===== src/rtl/keybank_pkg.sv =====
package keybank_pkg;

  // Register map, byte addresses
  localparam int A_CTRL    = 'h000;
  localparam int A_STATUS  = 'h004;
  localparam int A_IRQ_EN  = 'h008;
  localparam int A_IRQ_CLR = 'h00C;
  localparam int A_MK_LO   = 'h010;
  localparam int A_FMK_LO  = 'h020;
  localparam int KSET_SPAN = 'h010;

  // Context window
  localparam int CTX_BASE   = 'h240;
  localparam int CTX_STRIDE = 'h030;
  localparam int OFF_CFG    = 'h00;
  localparam int OFF_NONCE0 = 'h04;
  localparam int OFF_NONCE1 = 'h08;
  localparam int OFF_KEY_LO = 'h10;

  // Control and status bit positions
  localparam int CTRL_GLOCK  = 0;
  localparam int CTRL_KLOCK  = 1;
  localparam int ST_MK_VAL   = 0;
  localparam int ST_FMK_VAL  = 1;
  localparam int ST_DROP     = 2;
  localparam int ST_CTX_BASE = 4;

  // Context config bits
  localparam int CFG_EN     = 0;
  localparam int CFG_CLOCK  = 1;
  localparam int CFG_KLOCK  = 2;
  localparam int CFG_VER_LO = 4;
  localparam int CFG_CRC_LO = 8;

endpackage


===== src/rtl/keybank_keyset.sv =====
module keybank_keyset #(
  parameter int WORD_W = 32,
  parameter int NWORDS = 4,
  localparam int IDX_W = $clog2(NWORDS),
  localparam int PW    = $clog2(NWORDS + 1)
) (
  input  logic                     clk,
  input  logic                     rst,
  input  logic                     wr,
  input  logic [IDX_W-1:0]         widx,
  input  logic [WORD_W-1:0]        wdata,
  input  logic                     lock,
  output logic [NWORDS*WORD_W-1:0] words,
  output logic                     valid
);

  logic [NWORDS-1:0][WORD_W-1:0] mem;
  logic [PW-1:0]                 prog;
  logic                          take;

  assign take = wr && !lock;

  always_ff @(posedge clk) begin
    if (rst) begin
      mem   <= '0;
      prog  <= '0;
      valid <= 1'b0;
    end else if (take) begin
      mem[widx] <= wdata;
      if (widx == '0) begin
        prog  <= PW'(1);
        valid <= 1'b0;
      end else if (PW'(widx) == prog) begin
        if (widx == IDX_W'(NWORDS - 1)) begin
          valid <= 1'b1;
          prog  <= '0;
        end else begin
          valid <= 1'b0;
          prog  <= prog + 1'b1;
        end
      end else begin
        valid <= 1'b0;
        prog  <= '0;
      end
    end
  end

  for (genvar w = 0; w < NWORDS; w++) begin : g_out
    assign words[w*WORD_W +: WORD_W] = mem[w];
  end

  AST_LOCK_HOLDS_KEY: assert property (@(posedge clk) disable iff (rst)
    lock |=> $stable(mem));

  AST_VALID_NEEDS_LAST: assert property (@(posedge clk) disable iff (rst)
    $rose(valid) |-> $past(wr && !lock && widx == IDX_W'(NWORDS - 1)));

  AST_WORD0_CLEARS: assert property (@(posedge clk) disable iff (rst)
    (wr && !lock && widx == '0) |=> !valid);

endmodule


===== src/rtl/keybank_ctx.sv =====
module keybank_ctx
  import keybank_pkg::*;
#(
  parameter int WORD_W = 32,
  parameter int CRC_W  = 8,
  parameter int VER_W  = 4,
  localparam int KEY_W = 4 * WORD_W,
  localparam int PAD_W = WORD_W - CFG_CRC_LO - CRC_W
) (
  input  logic                clk,
  input  logic                rst,
  input  logic                cfg_wr,
  input  logic                nonce_wr,
  input  logic                nonce_idx,
  input  logic                key_wr,
  input  logic [1:0]          key_idx,
  input  logic [WORD_W-1:0]   wdata,
  input  logic [CRC_W-1:0]    crc_in,
  output logic [WORD_W-1:0]   cfg_word,
  output logic [2*WORD_W-1:0] nonce,
  output logic [KEY_W-1:0]    key,
  output logic                key_valid,
  output logic                enable,
  output logic [VER_W-1:0]    version,
  output logic                cfg_locked,
  output logic                key_locked
);

  logic [1:0][WORD_W-1:0] nonce_q;
  logic [CRC_W-1:0]       crc_q;

  always_ff @(posedge clk) begin
    if (rst) begin
      enable     <= 1'b0;
      cfg_locked <= 1'b0;
      key_locked <= 1'b0;
      version    <= '0;
      nonce_q    <= '0;
    end else if (!cfg_locked) begin
      if (cfg_wr) begin
        enable     <= wdata[CFG_EN];
        cfg_locked <= wdata[CFG_CLOCK];
        key_locked <= key_locked | wdata[CFG_KLOCK];
        version    <= wdata[CFG_VER_LO +: VER_W];
      end
      if (nonce_wr) nonce_q[nonce_idx] <= wdata;
    end
  end

  always_ff @(posedge clk) begin
    if (rst)              crc_q <= '0;
    else if (!key_locked) crc_q <= crc_in;
  end

  keybank_keyset #(.WORD_W(WORD_W), .NWORDS(4)) u_key (
    .clk   (clk),
    .rst   (rst),
    .wr    (key_wr),
    .widx  (key_idx),
    .wdata (wdata),
    .lock  (key_locked),
    .words (key),
    .valid (key_valid)
  );

  assign nonce    = {nonce_q[1], nonce_q[0]};
  assign cfg_word = {{PAD_W{1'b0}}, crc_q, {(CFG_CRC_LO - CFG_VER_LO - VER_W){1'b0}},
                     version, 1'b0, key_locked, cfg_locked, enable};

  AST_CFG_FROZEN: assert property (@(posedge clk) disable iff (rst)
    cfg_locked |=> ($stable(nonce_q) && $stable(enable) && $stable(version)));

  AST_CRC_FROZEN: assert property (@(posedge clk) disable iff (rst)
    key_locked |=> $stable(crc_q));

  AST_KLOCK_STICKY: assert property (@(posedge clk) disable iff (rst)
    key_locked |=> key_locked);

  AST_CLOCK_STICKY: assert property (@(posedge clk) disable iff (rst)
    cfg_locked |=> cfg_locked);

endmodule


===== src/rtl/keybank.sv =====
module keybank
  import keybank_pkg::*;
#(
  parameter int ADDR_W = 12,
  parameter int WORD_W = 32,
  parameter int NCTX   = 2,
  parameter int CRC_W  = 8,
  parameter int VER_W  = 4,
  localparam int KEY_W  = 4 * WORD_W,
  localparam int STAT_W = ST_CTX_BASE + NCTX
) (
  input  logic                     clk,
  input  logic                     rst,
  input  logic                     bus_wr,
  input  logic                     bus_rd,
  input  logic [ADDR_W-1:0]        bus_addr,
  input  logic [WORD_W-1:0]        bus_wdata,
  output logic [WORD_W-1:0]        bus_rdata,
  output logic                     bus_rvalid,
  input  logic [NCTX*CRC_W-1:0]    ctx_crc_in,
  output logic [KEY_W-1:0]         mkey_words,
  output logic [KEY_W-1:0]         fmkey_words,
  output logic                     mkey_valid,
  output logic                     fmkey_valid,
  output logic [NCTX*KEY_W-1:0]    ctx_key,
  output logic [NCTX-1:0]          ctx_key_valid,
  output logic [NCTX*2*WORD_W-1:0] ctx_nonce,
  output logic [NCTX-1:0]          ctx_enable,
  output logic [NCTX*VER_W-1:0]    ctx_version,
  output logic                     irq
);

  // ---------------- decode ----------------
  logic aligned;
  logic sel_ctrl, sel_status, sel_irqen, sel_clr, sel_mk, sel_fmk;
  logic [1:0] kidx;

  assign aligned    = (bus_addr[1:0] == 2'b00);
  assign sel_ctrl   = aligned && bus_addr == ADDR_W'(A_CTRL);
  assign sel_status = aligned && bus_addr == ADDR_W'(A_STATUS);
  assign sel_irqen  = aligned && bus_addr == ADDR_W'(A_IRQ_EN);
  assign sel_clr    = aligned && bus_addr == ADDR_W'(A_IRQ_CLR);
  assign sel_mk     = aligned && bus_addr >= ADDR_W'(A_MK_LO)
                              && bus_addr <  ADDR_W'(A_MK_LO + KSET_SPAN);
  assign sel_fmk    = aligned && bus_addr >= ADDR_W'(A_FMK_LO)
                              && bus_addr <  ADDR_W'(A_FMK_LO + KSET_SPAN);
  assign kidx       = bus_addr[3:2];

  // ---------------- lock state ----------------
  logic glock_q, klock_q;
  logic wr_ok;

  assign wr_ok = bus_wr && !glock_q;

  always_ff @(posedge clk) begin
    if (rst) begin
      glock_q <= 1'b0;
      klock_q <= 1'b0;
    end else if (wr_ok && sel_ctrl) begin
      glock_q <= glock_q | bus_wdata[CTRL_GLOCK];
      klock_q <= klock_q | bus_wdata[CTRL_KLOCK];
    end
  end

  // ---------------- global key sets ----------------
  keybank_keyset #(.WORD_W(WORD_W), .NWORDS(4)) u_mk (
    .clk   (clk),
    .rst   (rst),
    .wr    (wr_ok && sel_mk),
    .widx  (kidx),
    .wdata (bus_wdata),
    .lock  (klock_q),
    .words (mkey_words),
    .valid (mkey_valid)
  );

  keybank_keyset #(.WORD_W(WORD_W), .NWORDS(4)) u_fmk (
    .clk   (clk),
    .rst   (rst),
    .wr    (wr_ok && sel_fmk),
    .widx  (kidx),
    .wdata (bus_wdata),
    .lock  (klock_q),
    .words (fmkey_words),
    .valid (fmkey_valid)
  );

  // ---------------- contexts ----------------
  logic [NCTX-1:0]             sel_cfg, sel_nonce, sel_key, ctx_drop;
  logic [NCTX-1:0]             cfg_lk, key_lk;
  logic [NCTX-1:0][WORD_W-1:0] ctx_rd;

  for (genvar i = 0; i < NCTX; i++) begin : g_ctx
    localparam logic [ADDR_W-1:0] BASE = ADDR_W'(CTX_BASE + CTX_STRIDE * i);
    logic [ADDR_W-1:0]   off;
    logic                hit;
    logic [WORD_W-1:0]   cfg_word;
    logic [2*WORD_W-1:0] nonce;

    assign off          = bus_addr - BASE;
    assign hit          = aligned && bus_addr >= BASE && off < ADDR_W'(CTX_STRIDE);
    assign sel_cfg[i]   = hit && off == ADDR_W'(OFF_CFG);
    assign sel_nonce[i] = hit && (off == ADDR_W'(OFF_NONCE0) || off == ADDR_W'(OFF_NONCE1));
    assign sel_key[i]   = hit && off >= ADDR_W'(OFF_KEY_LO)
                              && off <  ADDR_W'(OFF_KEY_LO + KSET_SPAN);

    keybank_ctx #(.WORD_W(WORD_W), .CRC_W(CRC_W), .VER_W(VER_W)) u_ctx (
      .clk        (clk),
      .rst        (rst),
      .cfg_wr     (wr_ok && sel_cfg[i]),
      .nonce_wr   (wr_ok && sel_nonce[i]),
      .nonce_idx  (off == ADDR_W'(OFF_NONCE1)),
      .key_wr     (wr_ok && sel_key[i]),
      .key_idx    (off[3:2]),
      .wdata      (bus_wdata),
      .crc_in     (ctx_crc_in[i*CRC_W +: CRC_W]),
      .cfg_word   (cfg_word),
      .nonce      (nonce),
      .key        (ctx_key[i*KEY_W +: KEY_W]),
      .key_valid  (ctx_key_valid[i]),
      .enable     (ctx_enable[i]),
      .version    (ctx_version[i*VER_W +: VER_W]),
      .cfg_locked (cfg_lk[i]),
      .key_locked (key_lk[i])
    );

    assign ctx_nonce[i*2*WORD_W +: 2*WORD_W] = nonce;
    assign ctx_drop[i] = ((sel_cfg[i] || sel_nonce[i]) && cfg_lk[i]) || (sel_key[i] && key_lk[i]);
    assign ctx_rd[i]   = sel_cfg[i] ? cfg_word :
                         (sel_nonce[i] && off == ADDR_W'(OFF_NONCE1)) ? nonce[WORD_W +: WORD_W] :
                         sel_nonce[i] ? nonce[WORD_W-1:0] : '0;
  end

  // ---------------- dropped writes and interrupt ----------------
  logic any_mapped, drop, drop_q, irq_en_q;

  assign any_mapped = sel_ctrl || sel_status || sel_mk || sel_fmk ||
                      (|sel_cfg) || (|sel_nonce) || (|sel_key);
  assign drop = bus_wr && (glock_q ? any_mapped
                                   : (((sel_mk || sel_fmk) && klock_q) || (|ctx_drop)));

  always_ff @(posedge clk) begin
    if (rst) begin
      drop_q   <= 1'b0;
      irq_en_q <= 1'b0;
      irq      <= 1'b0;
    end else begin
      if (drop)                                      drop_q <= 1'b1;
      else if (bus_wr && sel_clr && bus_wdata[0])    drop_q <= 1'b0;
      if (bus_wr && sel_irqen)                       irq_en_q <= bus_wdata[0];
      irq <= drop_q && irq_en_q;
    end
  end

  // ---------------- read path ----------------
  logic [STAT_W-1:0] status;
  logic [WORD_W-1:0] rd_mux;

  always_comb begin
    status              = '0;
    status[ST_MK_VAL]   = mkey_valid;
    status[ST_FMK_VAL]  = fmkey_valid;
    status[ST_DROP]     = drop_q;
    status[ST_CTX_BASE +: NCTX] = ctx_key_valid;
  end

  always_comb begin
    rd_mux = '0;
    if (sel_ctrl)   rd_mux = WORD_W'({klock_q, glock_q});
    if (sel_status) rd_mux = WORD_W'(status);
    if (sel_irqen)  rd_mux = WORD_W'(irq_en_q);
    for (int i = 0; i < NCTX; i++) rd_mux = rd_mux | ctx_rd[i];
  end

  always_ff @(posedge clk) begin
    if (rst) begin
      bus_rdata  <= '0;
      bus_rvalid <= 1'b0;
    end else begin
      bus_rvalid <= bus_rd;
      bus_rdata  <= bus_rd ? rd_mux : '0;
    end
  end

  AST_GLOCK_STICKY: assert property (@(posedge clk) disable iff (rst)
    glock_q |=> glock_q);

  AST_KLOCK_STICKY: assert property (@(posedge clk) disable iff (rst)
    klock_q |=> klock_q);

  AST_GLOCK_FREEZES: assert property (@(posedge clk) disable iff (rst)
    glock_q |=> ($stable(klock_q) && $stable(ctx_enable) && $stable(ctx_nonce)));

  AST_IRQ_GATED: assert property (@(posedge clk) disable iff (rst)
    irq |-> $past(irq_en_q && drop_q));

endmodule


===== config.mk =====
export PLATFORM = sky130hd
export DESIGN_NAME = keybank
export DESIGN_NICKNAME = d
export VERILOG_FILES = /design/src/rtl/keybank_pkg.sv /design/src/rtl/keybank_keyset.sv /design/src/rtl/keybank_ctx.sv /design/src/rtl/keybank.sv
export SDC_FILE = /design/constraint.sdc
export NUM_CORES = 1
export LEC_CHECK = 0
export ABC_AREA = 0
export BUFFER_PORTS_ARGS = -buffer_cell sky130_fd_sc_hd__buf_2
export CORE_AREA = 2 2 296 298
export DETAILED_ROUTE_END_ITERATION = 8
export DIE_AREA = 0 0 298 300
export PLACE_DENSITY_LB_ADDON = 0.3
export RECOVER_POWER = 25
export SETUP_SLACK_MARGIN = 0.5
export SLEW_MARGIN = 10
export SYNTH_ARGS = -nofsm -noshare
export SYNTH_HDL_FRONTEND = slang
export SYNTH_SLANG_ARGS = --single-unit
export TNS_END_PERCENT = 30

===== constraint.sdc =====
create_clock -name clk -period 6.5 [get_ports clk]
set_input_delay 1.3 -clock clk [delete_from_list [all_inputs] [get_ports clk]]
set_output_delay 1.3 -clock clk [all_outputs]
set_load 0.02 [all_outputs]

==> impl_metrics.yaml <==
worst_setup_path:
  slowest_stage: "clkbuf_1"
  crit_required_ns: 6.99
  critPathMaxFanout: 78
  max_stage_delay_ns: 2.07
  reg2reg_to: "u_fmk.words[61]"
  crit_type: "primary input to register"
  worstPathCellList: "buf_8 > clkbuf_1 > buf_4 > nand2b_1 > a31oi_1 > o2bb2ai_1 > a211oi_1"
  rr_worst_depth: 6
  regToRegSetupSlack_ns: 3.33
  critPathCaptureType: "register"
  timing.rr.start: "glock_q"
  crit_start: "rst"
  start_kind: "primary input"
  critical_path_arrival_ns: 5.25
global_routing:
  grt_max_degree: 213
  antenna_found_initial: 4
  grt_first_pass_wirelength_um: 164000
  overflow: 0
  grt_usage_pct: 24.2
  grt_pass1_vias: 23700
die:
  die-area_um2: 89400
  core_area_um2: 86200
  die_w_um: 298
  fp.dieH_um: 300
  num_io_pins: 752
  rows: 108
  start_util_pct: 30.7
min_path:
  min_to: "g_ctx[1].u_ctx.u_key.words[62]"
  hp-class: "register to register"
  min_from: "g_ctx[1].u_ctx.u_key.words[62]"
  min_path_cells: 2
logic_synthesis:
  synthTopCellsByArea: "dfxtp_1, nand2_1, a21oi_1, clkbuf_1, a22oi_1"
  synth_top_area_cell: "dfxtp_1"
  synth_fp_nets: 3450
  yosys_warnings: 0
  netlist.area_leader.share_pct: 54.7
  synth_ff_type: "dfxtp_1"
  synth_cell_types: 59
  yosysSeqAreaShare_pct: 54.7
  ys_seq_elements: 724
  async_reset_ff_share_pct: 0
  postSynthAreaPerCell_um2: 7.85
  synthCells: 3377
  synth_area_um2: 26500
  synth_edf_count: 0
clock_network:
  insertion_delay_ns: 0.65
  cts_htree_levels: 3
  cts_made_buffers: 83
  hold_buffers: 0
  cts_buffer_depth: 3
  cts_tree: "done"
  clkTransAtPathRegs_ns: 0.06
  clock-root-buffer: "clkbuf_16"
  ctsResizeCount: 0
  cts_sinks: 724
  post_cts_buffers: 0
outcome:
  violations: "capacitance limit, slew limit"
  status: "finished, violations left"
placement:
  dp_hpwl_um: 76700
  pre_cts_ws_ns: 2.01
  dp_cells: 5007
  io_buffers: 751
  gp_congestion: 0.864
cells_and_area:
  layout_commonest_cell: "nand2_1"
  final_cells: 5156
  final_layout_size_suffix_gt1_share_pct: 15.6
  area_delta_synth_final_pct: 25.7
  final_cell_mix: "nand2_1, dfxtp_1, a21oi_1"
  nNetsFinal: 4010
sta:
  worstMarginPinSlew_ns: 2.88
  slew_headroom_pct: -91.8
  final-max-slew-violation-count: 61
  hold_violations: 0
  grt_setup_unrepaired: "false"
  setup_viol: 0
  fmax_mhz: 210
  finalClockSkew_ns: 0.0456
  fin_ws_ns: 1.73
  tns_ns: 0
  finalCritPeriodShare_pct: 73.3
  fin_crit_ns: 4.77
detailed_routing:
  firstDrtPassIters: 6
  drt-initial-drc-count: 2180
  antenna_left: 0
  routedWlPerCell_um: 22.1
  drc_errors: 0
  num_vias: 25800
  wl_um: 114000
  vias_per_cell: 5.00
pwr:
  leakage_nw: 12.0
  p_per_area_nw_per_um2: 290
  peakVddDrop_mv: 0.211
flow_run:
  maxCapViolCount: 1
[worst max-delay path, delay by kind of cell]
family,cells,cell delay (ns)
buffers and inverters,3,3.28
and+or+nand+nor,1,0.24
AOI/OAI and AO/OA,3,0.34
[worst max path at each step]
stage	to	slack, ns
after detailed placement	g_ctx[0].u_ctx.u_key.words[3]	2.01
after floorplan	g_ctx[1].u_ctx.u_key.words[10]	3.10
after CTS	g_ctx[0].u_ctx.u_key.words[96]	2.70
after global placement	g_ctx[0].u_ctx.u_key.words[96]	2.09
after global routing	drop_q	1.54
final	drop_q	1.73
[logic make-up (layout without fill, tap and decap cells)]
family	count (synthesis)	count (layout)	share of synthesized area, %
buf+inv	327	950	5.09
fa+ha+maj	9	9	0.425
compound gates	792	792	16.1
mux	35	35	1.33
flops	724	724	54.7
xor+xnor	4	4	0.132
other cells	0	1	0
simple gates	1486	1486	22.2
[power by group]
part | total [mW] | switching [mW] | internal, mW
logic | 0.293 | 0.252 | 0.0402
clock network | 4.92 | 2.00 | 2.92
registers | 4.45 | 0.00298 | 4.44
total | 9.66 | 2.26 | 7.41
[layer usage]
layer	share of wire, %	GRT usage, %
met3	10	7.57
met1	42	31.8
met4	3.1	8.20
met5	0.011	0
met2	45	37.7
[metrics by stage]
stage	power (mW)	utilization, %	hold slack (ns)	area, µm²
after floorplan	4.69	-	0.428	26500
after global placement	4.83	35.8	0.435	30900
after detailed placement	4.83	35.8	0.441	30900
after CTS	9.77	39.1	0.448	33700
after global routing	9.96	38.6	0.466	33300
final	9.66	38.6	0.447	33300
[synthesized netlist by cell type (all sizes together), types with 3 or more instances]
library cell  number
nand2b             9
ha                 9
nor2              67
a22oi             50
nor4              10
a32oi              3
a21oi            670
a221o              5
nand4              4
nand2           1323
mux2i             34
or2                3
buf               75
a222oi            10
dfxtp            724
o21ai             18
o21bai            11
and2               8
a31oi              9
and3               8
or3b               3
nor4b              3
nand3b             4
nor3               8
clkbuf           244
or3                7
nand3             14
nor3b              3
inv                8
nor2b              4
xor2               4
[layout make-up]
class / instances / area (µm²)
antenna: 1 / 2.50
clock buffer: 119 / 2490
clock inverter: 29 / 388
fill: 9110 / 52900
inverter: 8 / 30.0
multi-input combinational: 2326 / 10800
sequential: 724 / 14500
tap: 1155 / 1450
timing repair buffer: 794 / 3670
[state kept, by name, summed over array words and instances, names as in the netlist, 2 cells and up]
name,cells
g_ctx.u_ctx.u_key.words,256
g_ctx.u_ctx.nonce,128
u_fmk.words,128
u_mk.words,128
bus_rdata,32
g_ctx.u_ctx.crc_q,16
g_ctx.u_ctx.version,8
g_ctx.u_ctx.u_key.prog,6
u_fmk.prog,3
u_mk.prog,3
g_ctx.u_ctx.cfg_locked,2
g_ctx.u_ctx.enable,2
g_ctx.u_ctx.key_locked,2
g_ctx.u_ctx.u_key.valid,2
(Power assumes the default switching activity.)
